## src/rtl/lpc_tgt_pkg.sv

```systemverilog
package lpc_tgt_pkg;
  typedef enum logic [3:0] {
    S_IDLE, S_CTYPE, S_ADDR, S_WDATA, S_HTAR,
    S_SYNCW, S_READY, S_RDATA, S_TTAR, S_IGNORE
  } lpc_state_e;

  localparam logic [3:0] NIB_START = 4'h0;
  localparam logic [3:0] TYP_IORD  = 4'h0;
  localparam logic [3:0] TYP_IOWR  = 4'h2;
  localparam logic [3:0] SYNC_WAIT = 4'h5;
  localparam logic [3:0] SYNC_RDY  = 4'h0;
  localparam logic [3:0] NIB_TAR   = 4'hF;
endpackage

```

## src/rtl/lpc_tgt_addr_dec.sv

```systemverilog
module lpc_tgt_addr_dec #(
  parameter logic [15:0] BASE  = 16'h0300,
  parameter int unsigned SIZE  = 16,
  parameter int unsigned OFS_W = 4
) (
  input  logic [15:0]      addr_i,
  output logic             hit_o,
  output logic [OFS_W-1:0] ofs_o
);
  // addresses below BASE wrap to >= 2^16 and fail the compare
  logic [16:0] diff;
  assign diff  = {1'b0, addr_i} - {1'b0, BASE};
  assign hit_o = diff < 17'(SIZE);
  assign ofs_o = diff[OFS_W-1:0];
endmodule

```

## src/rtl/lpc_tgt_drv.sv

```systemverilog
module lpc_tgt_drv
  import lpc_tgt_pkg::*;
(
  input  lpc_state_e state_i,
  input  logic [7:0] rdata_i,
  input  logic       hi_i,
  output logic [3:0] nib_o,
  output logic       oe_o
);
  always_comb begin
    oe_o  = 1'b1;
    nib_o = NIB_TAR;
    unique case (state_i)
      S_SYNCW: nib_o = SYNC_WAIT;
      S_READY: nib_o = SYNC_RDY;
      S_RDATA: nib_o = hi_i ? rdata_i[7:4] : rdata_i[3:0];
      S_TTAR:  nib_o = NIB_TAR;
      default: begin
        oe_o  = 1'b0;
        nib_o = 4'h0;
      end
    endcase
  end
endmodule

```

## src/rtl/lpc_tgt_fsm.sv

```systemverilog
module lpc_tgt_fsm
  import lpc_tgt_pkg::*;
#(
  parameter int unsigned WAIT_CLKS = 1,
  parameter int unsigned OFS_W     = 4,
  localparam int unsigned WCW      = (WAIT_CLKS > 1) ? $clog2(WAIT_CLKS) : 1
) (
  input  logic             clk_i,
  input  logic             rst_ni,
  input  logic             frm_ni,
  input  logic             park_i,
  input  logic [3:0]       nib_i,
  input  logic             hit_i,
  input  logic [OFS_W-1:0] ofs_i,
  output logic [15:0]      addr_nxt_o,
  output lpc_state_e       state_o,
  output logic             hi_o,
  output logic [7:0]       rdata_o,
  output logic [OFS_W-1:0] reg_addr_o,
  output logic             reg_we_o,
  output logic [7:0]       reg_wdata_o,
  output logic             reg_re_o,
  input  logic [7:0]       reg_rdata_i
);
  localparam logic [WCW-1:0] WLAST = WCW'(WAIT_CLKS - 1);

  lpc_state_e       state_q;
  logic [1:0]       cnt_q;
  logic [WCW-1:0]   wcnt_q;
  logic             is_wr_q;
  logic [15:0]      addr_q;
  logic [OFS_W-1:0] ofs_q;
  logic [7:0]       wdata_q, rdata_q;
  logic             acc;

  assign addr_nxt_o = {addr_q[11:0], nib_i};

  always_ff @(posedge clk_i or negedge rst_ni) begin
    if (!rst_ni) begin
      state_q <= S_IDLE;
      cnt_q   <= '0;
      wcnt_q  <= '0;
      is_wr_q <= 1'b0;
      addr_q  <= '0;
      ofs_q   <= '0;
      wdata_q <= '0;
      rdata_q <= '0;
    end else if (park_i) begin
      state_q <= S_IDLE;
    end else if (!frm_ni) begin
      // last low clock decides; anything but a start code drops the frame
      state_q <= (nib_i == NIB_START) ? S_CTYPE : S_IDLE;
      cnt_q   <= '0;
    end else begin
      unique case (state_q)
        S_CTYPE: begin
          cnt_q <= '0;
          if (nib_i == TYP_IORD) begin
            is_wr_q <= 1'b0;
            state_q <= S_ADDR;
          end else if (nib_i == TYP_IOWR) begin
            is_wr_q <= 1'b1;
            state_q <= S_ADDR;
          end else begin
            state_q <= S_IGNORE;
          end
        end
        S_ADDR: begin
          addr_q <= addr_nxt_o;
          cnt_q  <= cnt_q + 2'd1;
          if (cnt_q == 2'd3) begin
            cnt_q <= '0;
            ofs_q <= ofs_i;
            if (!hit_i)       state_q <= S_IGNORE;
            else if (is_wr_q) state_q <= S_WDATA;
            else              state_q <= S_HTAR;
          end
        end
        S_WDATA: begin
          if (cnt_q[0] == 1'b0) begin
            wdata_q[3:0] <= nib_i;
            cnt_q        <= 2'd1;
          end else begin
            wdata_q[7:4] <= nib_i;
            cnt_q        <= '0;
            state_q      <= S_HTAR;
          end
        end
        S_HTAR: begin
          if (cnt_q[0] == 1'b0) begin
            cnt_q <= 2'd1;
          end else begin
            cnt_q   <= '0;
            wcnt_q  <= '0;
            state_q <= S_SYNCW;
          end
        end
        S_SYNCW: begin
          if (wcnt_q == WLAST) state_q <= S_READY;
          else                 wcnt_q  <= wcnt_q + 1'b1;
        end
        S_READY: begin
          if (is_wr_q) begin
            state_q <= S_TTAR;
          end else begin
            rdata_q <= reg_rdata_i;
            cnt_q   <= '0;
            state_q <= S_RDATA;
          end
        end
        S_RDATA: begin
          if (cnt_q[0] == 1'b0) cnt_q <= 2'd1;
          else                  state_q <= S_TTAR;
        end
        S_TTAR:  state_q <= S_IDLE;
        default: state_q <= state_q;
      endcase
    end
  end

  assign acc         = (state_q == S_SYNCW) && (wcnt_q == '0);
  assign reg_we_o    = acc && is_wr_q;
  assign reg_re_o    = acc && !is_wr_q;
  assign reg_addr_o  = ofs_q;
  assign reg_wdata_o = wdata_q;
  assign state_o     = state_q;
  assign hi_o        = cnt_q[0];
  assign rdata_o     = rdata_q;

  AST_READY_AFTER_WAIT: assert property (@(posedge clk_i) disable iff (!rst_ni)
    (state_q == S_READY) |-> ($past(state_q) == S_SYNCW));
  AST_STROBE_ONCE: assert property (@(posedge clk_i) disable iff (!rst_ni)
    (reg_we_o || reg_re_o) |=> !(reg_we_o || reg_re_o));
  AST_TTAR_ENDS: assert property (@(posedge clk_i) disable iff (!rst_ni)
    (state_q == S_TTAR) |=> (state_q == S_IDLE || state_q == S_CTYPE));
endmodule

```

## src/rtl/lpc_io_target.sv

```systemverilog
module lpc_io_target
  import lpc_tgt_pkg::*;
#(
  parameter logic [15:0] BASE_ADDR = 16'h0300,
  parameter int unsigned WIN_SIZE  = 16,
  parameter int unsigned WAIT_CLKS = 1,
  localparam int unsigned OFS_W    = (WIN_SIZE > 1) ? $clog2(WIN_SIZE) : 1
) (
  input  logic             clk_i,
  input  logic             rst_ni,
  input  logic             frm_ni,
  input  logic             park_i,
  input  logic [3:0]       bus_nib_i,
  output logic [3:0]       bus_nib_o,
  output logic             bus_oe_o,
  output logic [OFS_W-1:0] reg_addr_o,
  output logic             reg_we_o,
  output logic [7:0]       reg_wdata_o,
  output logic             reg_re_o,
  input  logic [7:0]       reg_rdata_i
);
  logic [15:0]      addr_nxt;
  logic             hit;
  logic [OFS_W-1:0] ofs;
  lpc_state_e       state;
  logic             hi;
  logic [7:0]       rdata;

  lpc_tgt_addr_dec #(.BASE(BASE_ADDR), .SIZE(WIN_SIZE), .OFS_W(OFS_W)) u_dec (
    .addr_i(addr_nxt), .hit_o(hit), .ofs_o(ofs)
  );

  lpc_tgt_fsm #(.WAIT_CLKS(WAIT_CLKS), .OFS_W(OFS_W)) u_fsm (
    .clk_i(clk_i), .rst_ni(rst_ni), .frm_ni(frm_ni), .park_i(park_i),
    .nib_i(bus_nib_i), .hit_i(hit), .ofs_i(ofs), .addr_nxt_o(addr_nxt),
    .state_o(state), .hi_o(hi), .rdata_o(rdata),
    .reg_addr_o(reg_addr_o), .reg_we_o(reg_we_o), .reg_wdata_o(reg_wdata_o),
    .reg_re_o(reg_re_o), .reg_rdata_i(reg_rdata_i)
  );

  lpc_tgt_drv u_drv (
    .state_i(state), .rdata_i(rdata), .hi_i(hi), .nib_o(bus_nib_o), .oe_o(bus_oe_o)
  );

  AST_FRAME_RELEASE: assert property (@(posedge clk_i) disable iff (!rst_ni)
    !frm_ni |=> !bus_oe_o);
  AST_PARK_QUIET: assert property (@(posedge clk_i) disable iff (!rst_ni)
    park_i |=> (!bus_oe_o && !reg_we_o && !reg_re_o));
endmodule

```

## config.mk

```make
export PLATFORM = sky130hd
export DESIGN_NAME = lpc_io_target
export DESIGN_NICKNAME = d
export VERILOG_FILES = /design/src/rtl/lpc_tgt_pkg.sv /design/src/rtl/lpc_tgt_addr_dec.sv /design/src/rtl/lpc_tgt_drv.sv /design/src/rtl/lpc_tgt_fsm.sv /design/src/rtl/lpc_io_target.sv
export SDC_FILE = /design/constraint.sdc
export NUM_CORES = 1
export LEC_CHECK = 0
export CAP_MARGIN = 20
export CORE_MARGIN = 2
export CORE_UTILIZATION = 57
export DETAILED_ROUTE_END_ITERATION = 10
export GPL_TIMING_DRIVEN = 0
export PLACE_DENSITY = 0.84
export SYNTH_ARGS = -nofsm -noshare
export SYNTH_HDL_FRONTEND = slang
export SYNTH_SLANG_ARGS = --single-unit
export TNS_END_PERCENT = 1
```

## constraint.sdc

```tcl
create_clock -name clk_i -period 5 [get_ports clk_i]
set_input_delay 1 -clock clk_i [delete_from_list [all_inputs] [get_ports clk_i]]
set_output_delay 1 -clock clk_i [all_outputs]
set_load 0.02 [all_outputs]
```

### After elaboration in Yosys (flattened, before gate mapping)

Cells that the tools add are included.

* register bits after elaboration: 40
* bits in latches: 0
* RAM bits: 0
* bits in read-only memories: 0
* input bits: 16
* output and inout port bits: 19
* logic and storage cells: 85
* memories kept: 0

* add/sub/neg operators: 3
* $mul: 0
* divide/modulo/power cells: 0
* order comparisons: 1
* equality and inequality tests: 20
* shift operators: 0
* muxes and demuxes: 28
* bitwise logic cells: 4
* reduce and logical (&&, ||, !) cells: 19

Operators by type and width (number)
* 2-to-1 mux 4 bit: 12
* one-hot mux 4 bit (8 select lines): 1
* AND reduction 4 bit: 7
* < comparator 17 x 5 -> 1 bit (second input constant): 1
* subtractor 16 x 10 -> 17 bit (second input constant): 1
* equality test 4 x 3 -> 1 bit (second input constant): 4
* equality test 4 x 2 -> 1 bit (second input constant): 3
* != test 4 x 3 -> 1 bit (second input constant): 3
* one-hot mux 4 bit (3 select lines): 1
* != test 10 x 1 -> 1 bit (second input constant): 1
* one-hot mux 2 bit (5 select lines): 1
* 2-to-1 mux 2 bit: 4
* != test 4 bit (second input constant): 2
* 2-to-1 mux 1 bit: 7
* != test 3 bit (second input constant): 2
* != test 6 x 2 -> 1 bit (second input constant): 1
* AND reduction 3 bit: 2
* AND reduction 6 bit: 1
* equality test 4 x 1 -> 1 bit (second input constant): 1
* equality test 4 bit (second input constant): 1
* zero test 4 bit: 1
* NOT 1 bit: 4
* nonzero test 2 bit: 2
* OR reduction 4 bit: 1
* 9 further kinds: 11

### Depth between registers and ports, before layout

Gate-level depths: netlist of the first run.

* word-level depth: 7
* mapped depth: 7
* gate-level depth less buffers: 6

### Modules after synthesis

From an unflattened synthesis of the first run, not the netlist that was laid out.

* cell total of the unflattened synthesis: 187
* area total of the unflattened synthesis: 2157.1 sq um

Modules (own cells, without submodules)
* lpc_tgt_fsm: instances 1, cells each 160, area each 1944.4 sq um, seq. area each 975.9 sq um
* lpc_tgt_drv: instances 1, cells each 15, area each 113.9 sq um, seq. area each 0.0 sq um
* lpc_tgt_addr_dec: instances 1, cells each 12, area each 98.8 sq um, seq. area each 0.0 sq um

### Worst setup path after synthesis of the first run

Ideal clock, no wire load.

* kind: flip-flop to output port
* from: register u_fsm.state_q[0], in the netlist u_fsm.state_o[0]
* to: output port bus_nib_o[0]
* arrival time: 1543 ps
* data required time: 4000 ps
* slack: 2457 ps
* cell stages (with the launch flop): 5
* buffers on the path: 2
* cells stage by stage: dfrtp_1 clkbuf_1 clkbuf_1 nand3_1 o21ai_0

* word-level cells in the longest chain between the ends: 2
* elaborated cells between the ends (all ways): 4
* classes of those cells: eq/ne (3); mux (1)

RTL lines
* start, declared: RTL line lpc_tgt_fsm.sv:27 `lpc_state_e state_q;`
* start signal, assigned: RTL line lpc_tgt_fsm.sv:52 `state_q <= (nib_i == NIB_START) ? S_CTYPE : S_IDLE;`
* start signal, assigned: RTL line lpc_tgt_fsm.sv:116 `default: state_q <= state_q;`
* equality test 4 bit or equality test 4 x 3 -> 1 bit (tied branches): RTL line lpc_tgt_drv.sv:13 `unique case (state_i)`
* one-hot mux 4 bit (3 select lines) (*): RTL line lpc_tgt_drv.sv:13
* end, declared: RTL line lpc_io_target.sv:14 `output logic [3:0] bus_nib_o,`

Mark *: on every way between the ends. The rest lies on a longest branch, timed or not.

### Worst setup path after layout of the first run

* from: register u_fsm.state_q[0], in the netlist u_fsm.state_o[0]
* to: output port bus_nib_o[1]

Same word-level chain as after synthesis.

==> results.py, run 1 <==
metrics = {
    "logic_synthesis": {
        "post_synth_num_cell_types": 44,
        "yosysWarnings": 0,
        "synthArstFlopShare_pct": 100.0,
        "syn-num-nets": 218,
        "synth_area_leaders": "dfrtp_1 46%, mux2_2 17%, o21ai_0 2.6%",
        "synth_edf_count": 0,
        "netlist_instances": 200,
        "synth-seq-cells": 39,
        "synthesis.area_mm2": 0.002112,
        "synth_ff_type": "dfrtp_1",
        "synth_top_cell_by_area": "dfrtp_1",
        "yosysSeqAreaShare_pct": 46.21,
        "synth_top_cell_area_share_pct": 46.21,
        "syn_area_per_cell_um2": 10.56,
    },
    "critical_path": {
        "critPathRequiredTime_ns": 4.00,
        "path_cells": "clkbuf_1 -> clkbuf_1 -> nand3_1 -> o21ai_0 -> clkdlybuf4s50_1",
        "start_kind": "register",
        "cpMostUsedCell": "clkbuf_1",
        "criticalPathCategory": "register to primary output",
        "worstPathArrival_ns": 2.53,
        "cp_slowest_cell": "clkdlybuf4s50_1",
        "critPathMaxFanout": 10,
        "critPathCaptureType": "primary output",
        "slowest_delay_ns": 0.64,
    },
    "detailed_routing": {
        "vias_per_cell": 6.062,
        "wirelength_um": 4825,
        "wire_per_inst_um": 16.70,
        "drt-pass1-iter-count": 4,
        "drtAntennaViolNets": 0,
        "vias": 1752,
        "drt-initial-drc-count": 250,
        "route.detailed.drc": 0,
    },
    "clocking": {
        "cts_resized": 0,
        "clock-sinks": 39,
        "cts_buffer_depth": 2,
        "clk_latency_ns": 0.29,
        "clk_pin_slew_worst_paths_ns": 0.08,
        "cts_buffers": 5,
        "hold_buffers": 0,
        "post_cts_buffers": 0,
        "htreeDepth": 2,
        "tritoncts": "yes",
        "cts_root_buffer": "clkbuf_8",
    },
    "floorplan": {
        "die_y_um": 64.87,
        "dieWidth_um": 64.87,
        "die-area_mm2": 0.004208,
        "core_mm2": 0.003606,
        "num_io_pins": 35,
        "start_util_pct": 58.57,
        "row_count": 22,
    },
    "timing": {
        "clock-skew-final_ns": 0.006726,
        "max_freq_mhz": 283.4,
        "relSlewSlack_pct": 42.28,
        "rsz0062_at_grt": "no",
        "setup_slack_ns": 1.471,
        "finalSetupViolCount": 0,
        "setup_tns_ns": 0,
        "drv_slew": 0,
        "finalHoldViolations": 0,
        "period_share_pct": 70.57,
        "post-route-min-period_ns": 3.529,
        "worst_pin_slew_ns": 0.8592,
    },
    "power_and_ir_drop": {
        "p_int_mw": 0.4853,
        "power_density_mw_per_mm2": 239.8,
        "seqPwrFrac_pct": 51.2,
        "power_frac_clock_pct": 41.0,
        "switching_share_pct": 22.57,
        "power_switching_mw": 0.1415,
        "combPwrFrac_pct": 7.9,
        "irDropWorstVdd_uv": 231.3,
        "leakagePower_nw": 1.190,
    },
    "finish": {
        "final_nets": 259,
        "n_antenna_cell": 0,
        "drive_above_1_share_pct": 21.16,
        "syn2layout_area_growth_pct": 23.76,
    },
    "run": {
        "maxCapViolations": 0,
    },
    "place": {
        "place_ws_ns": 1.828,
        "io_buffers": 34,
        "globalplace.congestion": 0.9347,
        "dp_hpwl_um": 3485,
    },
    "global_routing": {
        "antenna_found_initial": 0,
        "first_global_vias": 1747,
        "grt_max_degree": 40,
        "grt_pass1_wl_um": 8217,
        "grt-ovfl-total": 0,
        "grt_usage_pct": 25.40,
    },
    "status": {
        "status": "finished, final reports clean",
    },
    "worst_hold_path": {
        "hold_class": "register to register",
    },
}
Yosys cell counts (all sizes together) (2+ instances only):
cell type,number
xor2,2
nor2b,5
xnor2,2
or3,2
or2,2
and3,3
clkbuf,8
nand2b,2
buf,7
o31ai,2
nor3,4
inv,2
nand4,3
a21o,2
o211ai,2
a22o,2
mux2i,4
dfrtp,39
nor4b,2
o21ai,12
nor2,10
a21oi,10
a211oi,3
nor3b,3
ha,2
nand3,6
mux2,32
nand2,14
logic make-up (layout without fill, tap and decap cells):
kind of cell,Yosys count,after routing,synth area share (%)
DFF,39,39,46.21
and+or+nand+nor,59,59,14.69
xor gates and xnor gates,4,4,1.659
muxes,36,36,18.96
buffers and inverters,17,58,3.673
AOI/OAI and AO/OA,43,43,13.63
adders and majority gates,2,2,1.185
critical path, delay by kind of cell, from the launching register on:
family | cells | cell delay, ns
compound gates | 1 | 0.23
simple gates | 1 | 0.23
buf+inv | 3 | 1.39
flops | 1 | 0.37
area by class of cell:
class / count / area, µm²
plain buffers: 15 / 70.07
fillers: 289 / 992.2
flip-flops and latches: 39 / 975.9
multi-input cells: 144 / 1059
repair buffers: 34 / 335.3
well taps: 48 / 60.06
inverters: 2 / 7.507
clock inverters: 2 / 37.54
clock buffers: 5 / 68.82
sequential cells by signal (all words and copies together) (netlist names):
name / flops
u_fsm.rdata_o: 8
u_fsm.reg_wdata_o: 8
u_fsm.addr_q: 12
u_fsm.cnt_q: 2
u_fsm.state_o: 4
u_fsm.reg_addr_o: 4
u_fsm.is_wr_q: 1
worst paths after layout:
kind                            slack [ns]                            start                                to  depth (start not counted)
worst max-delay path                  1.47     u_fsm.state_o[0]$_DFFE_PN0P_                      bus_nib_o[1]                          5
worst min-delay path                  0.51  u_fsm.reg_addr_o[2]$_DFFE_PN0P_   u_fsm.reg_addr_o[2]$_DFFE_PN0P_                          1
worst max register to register        2.87     u_fsm.state_o[1]$_DFFE_PN0P_       u_fsm.addr_q[7]$_DFFE_PN0P_                          6
worst min register to register        0.51  u_fsm.reg_addr_o[2]$_DFFE_PN0P_   u_fsm.reg_addr_o[2]$_DFFE_PN0P_                          1
max in group asynchronous             3.64                           rst_ni  u_fsm.reg_wdata_o[3]$_DFFE_PN0P_                          1
min in group asynchronous             0.82                           rst_ni   u_fsm.reg_addr_o[2]$_DFFE_PN0P_                          1
power by group through the flow:
stage | Clock, mW | Sequential [mW] | Combinational (mW)
after global routing | 0.276 | 0.321 | 0.0544
after floorplan | 0 | 0.326 | 0.0224
final | 0.257 | 0.321 | 0.0494
after global placement | 0 | 0.327 | 0.0495
after CTS | 0.260 | 0.321 | 0.0497
after detailed placement | 0 | 0.327 | 0.0496
routing by layer:
| metal | vias up | wire length [µm] | global-route usage (%) |
|---|---|---|---|
| met3 | 9 | 303 | 4.514 |
| met1 | 861 | 1951 | 32.07 |
| met2 | 71 | 2505 | 44.72 |
| li1 | 811 | - | - |
| met5 | - | 0 | 0 |
| met4 | 0 | 64 | 6.915 |
through the flow:
step	hold slack, ns	power, mW	cell area, µm²	std cells	utilization, %
6_report	0.5084	0.6268	2614	289	72.48
5_1_grt	0.5372	0.6513	2614	289	72.48
4_1_cts	0.5115	0.6299	2614	289	72.48
3_5_place_dp	0.4945	0.3764	2507	282	69.54
3_3_place_gp	0.4859	0.3762	2512	282	69.67
2_1_floorplan	0.4602	0.3483	2112	200	-
cell usage in the layout (no fill, tap or decap), types with 4 or more instances in the layout:
| cell | synthesis | routed |
|---|---|---|
| a21oi_1 | 10 | 10 |
| buf_2 | 5 | 6 |
| clkbuf_1 | 8 | 8 |
| clkbuf_8 | 0 | 5 |
| clkdlybuf4s50_1 | 0 | 33 |
| dfrtp_1 | 39 | 39 |
| mux2_2 | 32 | 32 |
| mux2i_1 | 4 | 4 |
| nand2_1 | 14 | 14 |
| nand3_1 | 6 | 6 |
| nor2_1 | 10 | 10 |
| nor2b_1 | 5 | 5 |
| nor3_1 | 4 | 4 |
| o21ai_0 | 11 | 11 |
(Power assumes the default switching activity.)
==> run 2, diff against run 1 <==
--- a/config.mk
+++ b/config.mk
@@ -7,10 +7,10 @@
 export LEC_CHECK = 0
 export CAP_MARGIN = 20
 export CORE_MARGIN = 2
-export CORE_UTILIZATION = 57
+export CORE_UTILIZATION = 53
 export DETAILED_ROUTE_END_ITERATION = 10
 export GPL_TIMING_DRIVEN = 0
-export PLACE_DENSITY = 0.84
+export PLACE_DENSITY = 0.78
 export SYNTH_ARGS = -nofsm -noshare
 export SYNTH_HDL_FRONTEND = slang
 export SYNTH_SLANG_ARGS = --single-unit
==> constraint.sdc (replaced) <==
create_clock -name clk_i -period 3.3 [get_ports clk_i]
set_input_delay 0.66 -clock clk_i [delete_from_list [all_inputs] [get_ports clk_i]]
set_output_delay 0.66 -clock clk_i [all_outputs]
set_load 0.02 [all_outputs]
==> run 2 against run 1 <==
  * First-iteration DRC count decreased by 14%
  * Register-to-register slack got worse by 1.7 ns
  * Sequential share of layout area increased by 0.31 points
  * Worst setup slack got worse by 1.3 ns
  * Global-route usage decreased by 2.3 points
  * Sequential cell count unchanged
  * Clock power increased by 21%
  * Critical path type unchanged
  * Highest routed layer unchanged
==> results.py, run 2 (synthesized netlist as in run 1, its figures left out) <==
metrics = {
    "power_and_ir_drop": {
        "power_frac_clock_pct": 35.7,
        "p_int_mw": 0.6589,
        "irDropWorstVdd_uv": 257.5,
        "seqPwrFrac_pct": 55.7,
        "combPwrFrac_pct": 8.6,
        "leakagePower_nw": 1.190,
        "power_switching_mw": 0.2136,
        "power_density_mw_per_mm2": 336.5,
        "switching_share_pct": 24.48,
    },
    "finish": {
        "largest_register_ffs": 12,
        "final_nets": 259,
        "instances_no_fill": 289,
        "final_cell_mix": "39 x dfrtp_1, 33 x clkdlybuf4s50_1, 32 x mux2_2, 14 x nand2_1, 11 x o21ai_0",
        "syn2layout_area_growth_pct": 22.75,
        "top_register": "u_fsm.addr_q",
        "postLayoutCoreUtil_pct": 69.25,
        "final_common_cell": "dfrtp_1",
        "n_antenna_cell": 0,
        "drive_above_1_share_pct": 21.99,
    },
    "detailed_routing": {
        "drt-pass1-iter-count": 4,
        "wire_per_inst_um": 15.89,
        "route.detailed.drc": 0,
        "wirelength_um": 4591,
        "drt-initial-drc-count": 216,
        "drtAntennaViolNets": 0,
        "vias": 1674,
        "vias_per_cell": 5.792,
    },
    "timing": {
        "post-route-min-period_ns": 3.111,
        "max_freq_mhz": 321.4,
        "setup_tns_ns": 0,
        "period_share_pct": 94.27,
        "clock-skew-final_ns": 0.007082,
        "drv_slew": 0,
        "worst_pin_slew_ns": 0.8362,
        "rsz0062_at_grt": "no",
        "finalHoldViolations": 0,
        "timing.hold.ws_ns": 0.4696,
        "finalSetupViolCount": 0,
        "relSlewSlack_pct": 44.25,
    },
    "place": {
        "io_buffers": 34,
        "dp_hpwl_um": 3272,
        "globalplace.congestion": 0.9314,
        "dp.cells": 282,
    },
    "clocking": {
        "tritoncts": "yes",
        "hold_buffers": 0,
        "cts_buffers": 5,
        "htreeDepth": 2,
        "cts_buffer_depth": 2,
        "clk_pin_slew_worst_paths_ns": 0.08,
        "clock-sinks": 39,
        "cts_root_buffer": "clkbuf_8",
        "post_cts_buffers": 0,
        "clk_latency_ns": 0.29,
    },
    "global_routing": {
        "grt-ovfl-total": 0,
        "grt_pass1_wl_um": 7783,
        "antenna_found_initial": 0,
        "first_global_vias": 1645,
        "grt_max_degree": 40,
        "grt_usage_pct": 23.13,
    },
    "critical_path": {
        "critPathMaxFanout": 10,
        "rr_endpoint": "u_fsm.addr_q[6]$_DFFE_PN0P_",
        "cp_slowest_cell": "clkdlybuf4s50_1",
        "worstPathArrival_ns": 2.45,
        "critPathCaptureType": "primary output",
        "criticalPathCategory": "register to primary output",
        "r2r-start": "u_fsm.state_o[1]$_DFFE_PN0P_",
        "path_cells": "clkbuf_1 -> clkbuf_2 -> nor3b_1 -> a21oi_1 -> or2_2 -> o21ai_0 -> clkdlybuf4s50_1",
        "critPathRequiredTime_ns": 2.64,
        "crit_start": "u_fsm.state_o[0]$_DFFE_PN0P_",
        "slowest_delay_ns": 0.64,
        "start_kind": "register",
        "timing.reg2reg.setup_slack_ns": 1.18,
        "r2r_cells": 6,
        "endpoint": "bus_nib_o[2]",
    },
    "floorplan": {
        "dieWidth_um": 67.13,
        "die_y_um": 67.13,
        "num_io_pins": 35,
        "core_mm2": 0.003744,
        "die-area_mm2": 0.004506,
        "row_count": 22,
        "start_util_pct": 56.42,
    },
    "status": {
        "status": "finished, final reports clean",
    },
    "worst_hold_path": {
        "hold_class": "primary input to asynchronous set/reset pin",
    },
    "run": {
        "maxCapViolations": 0,
    },
}
[run 2: repair_timing]
item,CTS,global route
setup endpoints to repair,0,4
endpoints found under the hold margin,0,0
gates resized for setup,0,4
[run 2: layer usage]
layer  vias to the layer above  GRT usage [%]  routed length (µm)
met5                         -              0                   0
met4                         0          8.929                  74
met3                         8          4.561                 209
met2                        50          35.77                2209
met1                       809          32.06                2098
li1                        807              -                   -
[run 2: worst min path at each step]
| stage | cells past startpoint | slack, ns | from | endpoint |
|---|---|---|---|---|
| 4_1_cts | 1 | 0.50 | rst_ni | u_fsm.reg_addr_o[2]$_DFFE_PN0P_ |
| 6_report | 1 | 0.47 | rst_ni | u_fsm.reg_addr_o[2]$_DFFE_PN0P_ |
| 5_1_grt | 1 | 0.53 | u_fsm.rdata_o[6]$_DFFE_PN0P_ | u_fsm.rdata_o[6]$_DFFE_PN0P_ |
| 2_1_floorplan | 0 | 0.36 | rst_ni | u_fsm.addr_q[0]$_DFFE_PN0P_ |
| 3_3_place_gp | 1 | 0.49 | u_fsm.reg_wdata_o[7]$_DFFE_PN0P_ | u_fsm.reg_wdata_o[7]$_DFFE_PN0P_ |
| 3_5_place_dp | 1 | 0.49 | u_fsm.cnt_q[1]$_DFFE_PN0P_ | u_fsm.cnt_q[1]$_DFFE_PN0P_ |
[run 2: power groups by stage]
stage                     logic (mW)  clock network (mW)  registers (mW)
after floorplan               0.0340                   0           0.494
after global placement        0.0759                   0           0.495
after detailed placement      0.0749                   0           0.495
after CTS                     0.0754               0.316           0.486
after global routing          0.0831               0.341           0.486
final                         0.0749               0.312           0.486
[run 2: layout make-up]
| class | instances | area [µm²] |
|---|---|---|
| Buffer | 15 | 72.57 |
| Multi-Input combinational cell | 144 | 1059 |
| Clock inverter | 2 | 13.76 |
| Fill cell | 324 | 1151 |
| Clock buffer | 5 | 68.82 |
| Timing Repair Buffer | 34 | 335.3 |
| Sequential cell | 39 | 975.9 |
| Tap cell | 48 | 60.06 |
| Inverter | 2 | 7.507 |
[run 2: stage by stage]
stage                     power [mW]  area, µm²  setup slack (ns)
after global routing          0.9105       2592          0.002797
after CTS                     0.8776       2590            0.1185
final                         0.8725       2592            0.1891
after detailed placement      0.5702       2507            0.4440
after global placement        0.5710       2512            0.4001
after floorplan               0.5277       2112             1.097
[run 2: worst max-delay path, delay by kind of cell (launching register included)]
kind                   cells  cell delay, ns
AO/OA/AOI/OAI              2            0.14
AND/OR/NAND/NOR            2            0.51
flip-flops                 1            0.39
buffers and inverters      3            1.12
==> run 3, diff against run 2 <==
--- a/config.mk
+++ b/config.mk
@@ -5,9 +5,10 @@
 export SDC_FILE = /design/constraint.sdc
 export NUM_CORES = 1
 export LEC_CHECK = 0
+export ABC_AREA = 1
 export CAP_MARGIN = 20
 export CORE_MARGIN = 2
-export CORE_UTILIZATION = 53
+export CORE_UTILIZATION = 52
 export DETAILED_ROUTE_END_ITERATION = 10
 export GPL_TIMING_DRIVEN = 0
 export PLACE_DENSITY = 0.78
==> run 3 against run 2 <==
  * Combinational power is 150% higher
  * Cell area is 3.1% lower
  * Register-to-register slack better by 0.49 ns
  * Worst setup slack better by 0.22 ns
  * Sequential cell count unchanged
  * Core utilization is 1.2 points lower
  * Wire length down 8.1%
  * Critical path type unchanged
  * Non-clock buffer count is 13 lower
  * Highest routed layer unchanged
  * Area after synthesis shrank 4.5%
  * Global-route usage shrank 0.93 points
  * Critical endpoint is now bus_nib_o[1]
  * Synthesized cell count is 22% higher
==> results.py, run 3 <==
metrics = {
    "timing": {
        "clock-skew-final_ns": 0.005307,
        "post-route-min-period_ns": 2.887,
        "period_share_pct": 87.50,
        "finalSetupViolCount": 0,
        "relSlewSlack_pct": 42.99,
        "setup_slack_ns": 0.4125,
        "rsz0062_at_grt": "no",
        "drv_slew": 0,
        "max_freq_mhz": 346.3,
        "finalHoldViolations": 0,
        "worst_pin_slew_ns": 0.8552,
        "setup_tns_ns": 0,
    },
    "finish": {
        "drive_above_1_share_pct": 15.79,
        "n_antenna_cell": 0,
        "postLayoutCoreUtil_pct": 68.08,
        "top_register": "u_fsm.addr_q",
        "final_cell_mix": "60 x nand2_1, 39 x dfrtp_1, 33 x clkdlybuf4s50_1, 26 x nor2_1, 24 x inv_1",
        "seq_area_um2": 975.9,
        "largest_register_ffs": 12,
        "final_nets": 302,
        "syn2layout_area_growth_pct": 24.50,
        "multi_input_area_um2": 909.6,
        "nFillCells": 307,
        "final_cell_area_mm2": 0.002511,
        "final_common_cell": "nand2_1",
    },
    "logic_synthesis": {
        "synth_ff_type": "dfrtp_1",
        "synth_top_cell_by_area": "dfrtp_1",
        "synth_edf_count": 0,
        "synthArstFlopShare_pct": 100.0,
        "post_synth_num_cell_types": 24,
        "syn-num-nets": 261,
        "synthesis.area_mm2": 0.002017,
        "yosysMostFrequentCell": "nand2_1",
        "synth_area_leaders": "dfrtp_1 48%, nand2_1 11%, o21ai_0 5.0%",
        "yosysSeqAreaShare_pct": 48.39,
        "netlist_instances": 243,
        "yosysWarnings": 0,
        "synth-seq-cells": 39,
        "synth_commonest_cells": "60 x nand2_1, 39 x dfrtp_1, 26 x nor2_1",
        "synth_top_cell_area_share_pct": 48.39,
        "syn_area_per_cell_um2": 8.300,
    },
    "place": {
        "place_ws_ns": 0.7634,
        "globalplace.congestion": 0.8900,
        "dp_hpwl_um": 3108,
        "io_buffers": 34,
        "post_dp_cell_area_mm2": 0.002412,
    },
    "clocking": {
        "cts_buffer_depth": 2,
        "cts_resized": 0,
        "htreeDepth": 2,
        "clk_pin_slew_worst_paths_ns": 0.08,
        "hold_buffers": 0,
        "cts_root_buffer": "clkbuf_8",
        "clk_latency_ns": 0.30,
        "clock-sinks": 39,
        "cts_buffers": 5,
        "tritoncts": "yes",
        "post_cts_buffers": 0,
    },
    "detailed_routing": {
        "route.met2.wl_um": 1968,
        "wirelength_um": 4221,
        "drtAntennaViolNets": 0,
        "wl_met3_um": 239,
        "drt-initial-drc-count": 207,
        "wirelength_met1_um": 1948,
        "drt-pass1-iter-count": 5,
        "route.detailed.drc": 0,
        "routed.top_layer": "met4",
        "wire_per_inst_um": 12.68,
        "vias": 1738,
        "vias_per_cell": 5.219,
    },
    "global_routing": {
        "first_global_vias": 1594,
        "grt-ovfl-total": 0,
        "grt_usage_pct": 22.20,
        "grt_max_degree": 40,
        "grt_pass1_wl_um": 7231,
        "antenna_found_initial": 0,
    },
    "critical_path": {
        "critPathMaxFanout": 5,
        "worstPathArrival_ns": 2.23,
        "critPathRequiredTime_ns": 2.64,
        "criticalPathCategory": "register to primary output",
        "critPathCaptureType": "primary output",
        "start_kind": "register",
    },
    "floorplan": {
        "start_util_pct": 54.68,
        "num_io_pins": 35,
        "dieWidth_um": 66.28,
        "die_y_um": 66.28,
        "die-area_mm2": 0.004393,
        "core_mm2": 0.003689,
        "row_count": 22,
    },
    "power_and_ir_drop": {
        "irDropWorstVdd_uv": 346.9,
        "power_mw": 1.074,
        "power_density_mw_per_mm2": 427.7,
        "leakagePower_nw": 1.233,
    },
    "worst_hold_path": {
        "hold_class": "primary input to asynchronous set/reset pin",
    },
    "run": {
        "maxCapViolations": 0,
    },
    "status": {
        "status": "finished, final reports clean",
    },
}
[run 3: metal layers]
layer  vias up  GRT usage [%]
li1        874              -
met1       798          31.02
met2        58          33.50
met3         8          4.089
met4         0          9.949
met5         -              0
[run 3: metrics by stage]
stage | instances | hold WS, ns
2_1_floorplan | 243 | 0.3644
3_3_place_gp | 325 | 0.4575
3_5_place_dp | 325 | 0.4674
4_1_cts | 333 | 0.4864
5_1_grt | 333 | 0.5163
6_report | 333 | 0.4729
[run 3: cell type report]
class,instances,share of cell area (%)
Clock buffer,6,3.288
Tap cell,48,2.392
Buffer,2,0.7474
Clock inverter,2,0.6477
Sequential cell,39,38.86
Multi-Input combinational cell,172,36.22
Inverter,30,4.484
Timing Repair Buffer,34,13.35
[run 3: path summary, 6_finish.rpt]
check | startpoint | endpoint | slack, ns | depth (start not counted)
worst max-delay path | u_fsm.state_o[3]$_DFFE_PN0P_ | bus_nib_o[1] | 0.41 | 6
worst min-delay path | rst_ni | u_fsm.addr_q[3]$_DFFE_PN0P_ | 0.47 | 1
worst max register to register | u_fsm.cnt_q[0]$_DFFE_PN0P_ | u_fsm.state_o[2]$_DFFE_PN0P_ | 1.67 | 9
worst min register to register | u_fsm.addr_q[9]$_DFFE_PN0P_ | u_fsm.addr_q[9]$_DFFE_PN0P_ | 0.49 | 2
max in group asynchronous | rst_ni | u_fsm.cnt_q[0]$_DFFE_PN0P_ | 2.29 | 1
min in group clk_i | u_fsm.addr_q[9]$_DFFE_PN0P_ | u_fsm.addr_q[9]$_DFFE_PN0P_ | 0.49 | 2
[run 3: kinds of logic (layout without fill, tap and decap cells)]
family	Yosys count	after routing	share of synthesized area (%)
adders and majority gates	2	2	1.240
buffers and inverters	32	74	6.514
muxes	8	8	4.467
and+or+nand+nor	122	122	27.54
DFF	39	39	48.39
AOI/OAI and AO/OA	40	40	11.85
[run 3: critical path: stages, from the launching register on]
cell and delay (ns):
dfrtp_1 0.46, inv_1 0.12, nand2_2 0.09, nor2_1 0.23
inv_1 0.14, o31ai_1 0.25, clkdlybuf4s50_1 0.65
[run 3: power breakdown]
| part | switching, mW | internal (mW) |
|---|---|---|
| registers | 0.0272 | 0.512 |
| logic | 0.110 | 0.0775 |
| clock network | 0.176 | 0.171 |
| total | 0.314 | 0.761 |
